==> config.mk <==
export PLATFORM = sky130hd
export DESIGN_NAME = mode_dest_decoder
export DESIGN_NICKNAME = d
export VERILOG_FILES = /design/src/rtl/addr_dec_pkg.sv /design/src/rtl/mode_field_decode.sv /design/src/rtl/ram_addr_mux.sv /design/src/rtl/dest_enable.sv /design/src/rtl/mode_dest_decoder.sv
export SDC_FILE = /design/constraint.sdc
export NUM_CORES = 1
export LEC_CHECK = 0
export BUFFER_PORTS_ARGS = -buffer_cell sky130_fd_sc_hd__buf_2
export CORE_AREA = 2 2 39 41
export DETAILED_ROUTE_END_ITERATION = 8
export DIE_AREA = 0 0 41 43
export GPL_TIMING_DRIVEN = 0
export PLACE_DENSITY = 0.75
export SLEW_MARGIN = 0
export SYNTH_ARGS = -nofsm -noshare
export SYNTH_HDL_FRONTEND = slang
export SYNTH_SLANG_ARGS = --single-unit
==> constraint.sdc <==
create_clock -name vclk -period 0.9
set_input_delay 0.09 -clock vclk [all_inputs]
set_output_delay 0.09 -clock vclk [all_outputs]
set_load 0.01 [all_outputs]
==> src/rtl/addr_dec_pkg.sv <==
package addr_dec_pkg;
  localparam int MODE_W = 3;
  localparam int CLS_W  = 2;

  typedef enum logic [CLS_W-1:0] {
    CLS_LOAD  = 2'd0,
    CLS_ALU   = 2'd1,
    CLS_STORE = 2'd2,
    CLS_IDLE  = 2'd3
  } op_class_e;

  typedef enum logic [2:0] {
    ASRC_D     = 3'd0,
    ASRC_X     = 3'd1,
    ASRC_YD    = 3'd2,
    ASRC_YX    = 3'd3,
    ASRC_YXINC = 3'd4
  } addr_src_e;

  typedef enum logic [1:0] {
    DST_AC  = 2'd0,
    DST_X   = 2'd1,
    DST_Y   = 2'd2,
    DST_OUT = 2'd3
  } dest_e;
endpackage

==> src/rtl/mode_field_decode.sv <==
module mode_field_decode
  import addr_dec_pkg::*;
(
  input  logic [MODE_W-1:0] mode,
  output addr_src_e         addr_src,
  output dest_e             dest
);
  // mode table, shared by every class
  always_comb begin
    addr_src = ASRC_D;
    dest     = DST_AC;
    case (mode)
      3'd0: begin addr_src = ASRC_D;     dest = DST_AC;  end
      3'd1: begin addr_src = ASRC_X;     dest = DST_AC;  end
      3'd2: begin addr_src = ASRC_YD;    dest = DST_AC;  end
      3'd3: begin addr_src = ASRC_YX;    dest = DST_AC;  end
      3'd4: begin addr_src = ASRC_D;     dest = DST_X;   end
      3'd5: begin addr_src = ASRC_D;     dest = DST_Y;   end
      3'd6: begin addr_src = ASRC_D;     dest = DST_OUT; end
      default: begin addr_src = ASRC_YXINC; dest = DST_OUT; end
    endcase
  end
endmodule

==> src/rtl/ram_addr_mux.sv <==
module ram_addr_mux
  import addr_dec_pkg::*;
#(
  parameter int DATA_W = 8
) (
  input  addr_src_e         addr_src,
  input  logic              active,
  input  logic [DATA_W-1:0] imm_d,
  input  logic [DATA_W-1:0] reg_x,
  input  logic [DATA_W-1:0] reg_y,
  output logic [DATA_W-1:0] addr_hi,
  output logic [DATA_W-1:0] addr_lo,
  output logic              x_inc,
  output logic [DATA_W-1:0] x_inc_val
);
  localparam logic [DATA_W-1:0] PAGE_ZERO = '0;
  localparam logic [DATA_W-1:0] ONE       = DATA_W'(1);

  logic y_page;
  logic lo_from_x;

  always_comb begin
    y_page    = (addr_src == ASRC_YD) || (addr_src == ASRC_YX) ||
                (addr_src == ASRC_YXINC);
    lo_from_x = (addr_src == ASRC_X) || (addr_src == ASRC_YX) ||
                (addr_src == ASRC_YXINC);
    addr_hi   = y_page ? reg_y : PAGE_ZERO;
    addr_lo   = lo_from_x ? reg_x : imm_d;
    x_inc     = active && (addr_src == ASRC_YXINC);
    x_inc_val = reg_x + ONE;
  end

  always_comb begin

    zero_page_chk: assert (y_page || addr_hi == PAGE_ZERO)
      else $error("page-zero form drove a nonzero high byte");

    inc_uses_x_chk: assert (!x_inc || (addr_lo == reg_x && addr_hi == reg_y))
      else $error("post-increment access not at {Y,X}");
  end
endmodule

==> src/rtl/dest_enable.sv <==
module dest_enable
  import addr_dec_pkg::*;
(
  input  op_class_e cls,
  input  dest_e     dest,
  output logic      active,
  output logic      ld_ac,
  output logic      ld_x,
  output logic      ld_y,
  output logic      ld_out,
  output logic      ram_we
);
  logic is_store;

  always_comb begin
    active   = (cls != CLS_IDLE);
    is_store = (cls == CLS_STORE);
    ram_we   = is_store;
    // store gates only AC and OUT; X and Y stay open
    ld_ac    = active && !is_store && (dest == DST_AC);
    ld_out   = active && !is_store && (dest == DST_OUT);
    ld_x     = active && (dest == DST_X);
    ld_y     = active && (dest == DST_Y);
  end

  always_comb begin

    one_dest_chk: assert ($onehot0({ld_ac, ld_x, ld_y, ld_out}))
      else $error("more than one result register enabled");

    store_mask_chk: assert (!ram_we || (!ld_ac && !ld_out))
      else $error("store loaded AC or OUT");
  end
endmodule

==> src/rtl/mode_dest_decoder.sv <==
module mode_dest_decoder
  import addr_dec_pkg::*;
#(
  parameter int DATA_W = 8
) (
  input  logic [CLS_W-1:0]  op_class,
  input  logic [MODE_W-1:0] mode,
  input  logic [DATA_W-1:0] imm_d,
  input  logic [DATA_W-1:0] reg_x,
  input  logic [DATA_W-1:0] reg_y,
  output logic [DATA_W-1:0] ram_addr_hi,
  output logic [DATA_W-1:0] ram_addr_lo,
  output logic              ram_we,
  output logic              ld_ac,
  output logic              ld_x,
  output logic              ld_y,
  output logic              ld_out,
  output logic              x_inc,
  output logic [DATA_W-1:0] x_inc_val
);
  addr_src_e addr_src;
  dest_e     dest;
  logic      active;

  mode_field_decode u_mode (
    .mode     (mode),
    .addr_src (addr_src),
    .dest     (dest)
  );

  dest_enable u_dest (
    .cls    (op_class_e'(op_class)),
    .dest   (dest),
    .active (active),
    .ld_ac  (ld_ac),
    .ld_x   (ld_x),
    .ld_y   (ld_y),
    .ld_out (ld_out),
    .ram_we (ram_we)
  );

  ram_addr_mux #(.DATA_W(DATA_W)) u_addr (
    .addr_src  (addr_src),
    .active    (active),
    .imm_d     (imm_d),
    .reg_x     (reg_x),
    .reg_y     (reg_y),
    .addr_hi   (ram_addr_hi),
    .addr_lo   (ram_addr_lo),
    .x_inc     (x_inc),
    .x_inc_val (x_inc_val)
  );

  always_comb begin

    idle_quiet_chk: assert (op_class != CLS_IDLE ||
                            !(ld_ac || ld_x || ld_y || ld_out || ram_we || x_inc))
      else $error("idle class produced an enable");

    store_copy_chk: assert (!(ram_we && (mode == 3'd4 || mode == 3'd5)) ||
                            (ld_x ^ ld_y))
      else $error("store to X/Y mode lost its register copy");
  end
endmodule

======== Word level (Yosys, flattened, before mapping) ========
Index checks and enable logic that the tools add are counted.
storage, ports and cells
  bits in registers ....................... 0
  input bits .............................. 29
  output and inout port bits .............. 30
operators by class
  add/sub/neg operators ................... 1
  equal/unequal tests ..................... 15
  multiplexer cells ....................... 4
  reductions and logical operators ........ 15
operators with widths
  cell                                                             number
  8-bit two-way mux                                                2
  3-bit by 2-bit == test with 1-bit output, second input constant  4
  3-bit == test, second input constant                             4
  3-bit case mux with 4 select lines                               1
  8-bit by 1-bit adder with 8-bit output, second input constant    1
  4-bit OR reduction                                               2
  2-bit == test, second input constant                             3
  3-bit by 1-bit == test with 1-bit output, second input constant  2
  1-bit logical AND                                                6
  2-bit case mux with 3 select lines                               1
  1-bit logical OR                                                 4
  3-bit logical NOT                                                1
  2-bit by 1-bit == test with 1-bit output, second input constant  1
  2-bit logical NOT                                                1
  2-bit inequality test, second input constant                     1
  1-bit logical NOT                                                1

======== Logic depth before layout (Yosys ltp) ========
  depth in word-level cells ............... 7
  mapped depth ............................ 3

======== Cells and area by module ========
From an unflattened synthesis, not the netlist that was laid out.
second synthesis, totals
  cells, all modules ...................... 52
  area, all modules ....................... 391.6 um^2
by module, submodules not included
  module             times used  cells an instance  area an instance (um^2)  seq. area each (um^2)
  ram_addr_mux       1           38                 299.0                    0.0
  dest_enable        1           8                  56.3                     0.0
  mode_field_decode  1           6                  36.3                     0.0

======== Least setup slack after synthesis ========
Ideal clock, no wire load.
  path kind ............................... input -> output
  start point ............................. input mode[2]
  end point ............................... output ram_addr_lo[0]
  arrival time ............................ 734 ps
  data required time ...................... 810 ps
  path slack .............................. 76 ps
  stages on the path ...................... 3
  path through ............................ inv_2 o21ai_4 mux2_2
on the way
  word-level cells in the longest chain between the ends .. 7
  elaborated cells on any way between the ends .. 15
  those cells by class .................... eq/ne (9); mux (2); reduce/logical (4)
RTL lines
  item                                                                                                  line                     RTL
  start, declared                                                                                       mode_dest_decoder.sv:7   input logic [MODE_W-1:0] mode,
  3-bit == test or 3-bit logical NOT (tied branches)                                                    mode_field_decode.sv:12  case (mode)
  4-bit OR reduction (no line)                                                                          -
  3-bit case mux with 4 select lines *                                                                  mode_field_decode.sv:12
  3-bit by 1-bit == test with 1-bit output or 3-bit by 2-bit == test with 1-bit output (tied branches)  ram_addr_mux.sv:25       lo_from_x = (addr_src == ASRC_X) || (addr_src == ASRC_YX) ||
  1-bit logical OR                                                                                      ram_addr_mux.sv:25
  1-bit logical OR *                                                                                    ram_addr_mux.sv:25
  8-bit two-way mux *                                                                                   ram_addr_mux.sv:28       addr_lo = lo_from_x ? reg_x : imm_d;
  end, declared                                                                                         mode_dest_decoder.sv:12  output logic [DATA_W-1:0] ram_addr_lo,
Mark *: on every way between the ends. The rest lies on a longest branch, timed or not.

======== Worst setup path in the final report ========
  start point ............................. input mode[1]
  end point ............................... output ram_addr_lo[2]
Same word-level chain as after synthesis.

==> out/metrics.csv <==
metric,value,unit
synth_compound_area_frac,0.07422,
num_antenna_cells,0,
ir_worst_vdd,0.2577,mV
worst_pin_slew,0.2207,ns
start_kind,input pin,
first_global_vias,527,
violations,negative setup slack,
holdWs,0.4298,ns
seq_area,0,µm²
endpoint_kind,output port,
finalHoldViolCount,0,
die_area,1763,µm²
drt-total-wl,1571,µm
n_clock_buffer,0,
synth_mux_area_frac,0.2813,
hold_path.class,input pin to output port,
worst_slack,-0.1236,ns
row_count,14,
synth_xor_area_frac,0.1641,
synthSimpleGateAreaFrac,0.4063,
dieWidth,41,µm
syn_area,320.3,µm²
min_period,1.024,ns
antenna_found_initial,0,
grt_overflow,0,
syn2layout_area_growth,205.5,%
path_buf_inv,3,
remaining_drc_errors,0,
power,526.8,µW
ys_types,15,
power_leakage,0.5266,nW
crit_fanout,8,
core_area,1384,µm²
placed_area,635.6,µm²
portBuffers,59,
finish.instance_area,978.4,µm²
synth_top_family_by_area,simple AND/OR/NAND/NOR gates,
arrival,0.93,ns
gp_congestion,0.6984,
rsz0062_at_grt,true,
initialDrtViolationCount,0,
syn_inst,45,
grt_max_degree,9,
fmax,977.0,MHz
fillers,108,
cpMaxStageDelayCell,mux2_4,
crit_chain,"buf_8, o21ai_4, buf_12, mux2_4, buf_6",
yosysSeqAreaShare,0,
initial_core_util,0.2315,
fin_nets,143,
fin_util,0.7071,
tns,-1.641,ns
syn-num-nets,75,
wire_per_inst,12.37,µm
postRouteAntennaNets,0,
design.seq.count,0,
grt_pass1_wl,2090,µm
slew_violations,0,
cp.required,0.81,ns
drive_gt1_frac,0.8378,
pin_count,59,
fin_crit_sh,1.137,
grt_use_total,0.1608,
worst-setup-path-type,input pin to output port,
vias,589,
path_delay_family,buffers and inverters,
status,"complete, but fails checks",
dr.pass1.iters,1,
avgSynthCellArea,7.118,µm²
powerDensity,538.4,nW/µm²
maxSlewHeadroom,0.8525,
ys_warn_count,0,
die_h,43,µm
maxCapViolCount,0,
place.detailed.hpwl,1101,µm
setup_viol,17,
drt-vias-per-instance,4.638,
synth_fa_ha_area_frac,0.03906,
max_stage_delay,0.31,ns
multi_input_area,427.9,µm²
## where the power goes
| group | switching [mW] | internal, mW |
|---|---|---|
| clock | 0 | 0 |
| combinational | 0.209 | 0.318 |
| sequential | 0 | 0 |
| total | 0.209 | 0.318 |
## logic make-up after synthesis
kind of cell / Yosys count
and+or+nand+nor: 25
AOI/OAI and AO/OA: 2
adders and majority gates: 1
muxes: 8
buffers and inverters: 3
xor gates and xnor gates: 6
## per-layer routing
| metal | vias to the layer above | share of wire | global-route usage |
|---|---|---|---|
| met3 | 0 | 0.099 | 0.005236 |
| li1 | 285 | - | - |
| met5 | - | 0 | 0 |
| met2 | 38 | 0.58 | 0.3406 |
| met4 | 0 | 0 | 0 |
| met1 | 266 | 0.32 | 0.1614 |
## placed cells by master, fill, tap and decap left out, drive strengths merged
cell / synthesis / layout
a21boi: 1 / 1
nor2b: 1 / 1
ha: 1 / 1
nor3: 2 / 2
nand3: 5 / 5
xor2: 1 / 1
nand2: 4 / 4
mux2: 8 / 8
and3: 2 / 2
inv: 3 / 3
o21ai: 1 / 1
and2: 8 / 8
nor2: 3 / 3
xnor2: 5 / 5
buf: 0 / 66
## synthesized netlist by cell type
cell type,count,area share
mux2_2,8,0.28
nand2_1,4,0.047
nor2b_1,1,0.020
xnor2_1,5,0.14
inv_2,1,0.012
and2_1,8,0.16
and3_1,2,0.039
nor3_1,2,0.031
inv_1,2,0.023
xor2_1,1,0.027
o21ai_4,1,0.051
nor2_1,3,0.035
a21boi_1,1,0.023
ha_1,1,0.039
nand3_1,5,0.078
## tightest hold or removal path, cell delays in order
cell and delay, ns:
buf_8 0.07, xnor2_1 0.05, buf_2 0.13
## worst paths after layout
| check | from | endpoint | cells after the start |
|---|---|---|---|
| setup / recovery | mode[1] | ram_addr_lo[2] | 5 |
| hold / removal | reg_x[4] | x_inc_val[4] | 3 |
## per-stage QoR
| stage | setup WS, ns | cells |
|---|---|---|
| floorplan | 0.07562 | 45 |
| global placement | -0.2564 | 120 |
| detailed placement | -0.2663 | 120 |
| CTS | -0.1143 | 122 |
| global route | -0.1581 | 127 |
| finish | -0.1236 | 127 |
## area by class of cell
class / instances / area share
Inverter: 3 / 0.01407
Multi-Input combinational cell: 42 / 0.4373
Tap cell: 16 / 0.02046
Timing Repair Buffer: 66 / 0.5281
## repair_timing
action,4_1_cts,5_1_grt
setup buffers,2,5
gates resized for setup,27,42
pin swaps,1,16
setup endpoints to repair,20,20
hold buffers,0,0
Note: power is estimated with default switching activity, not from simulation.
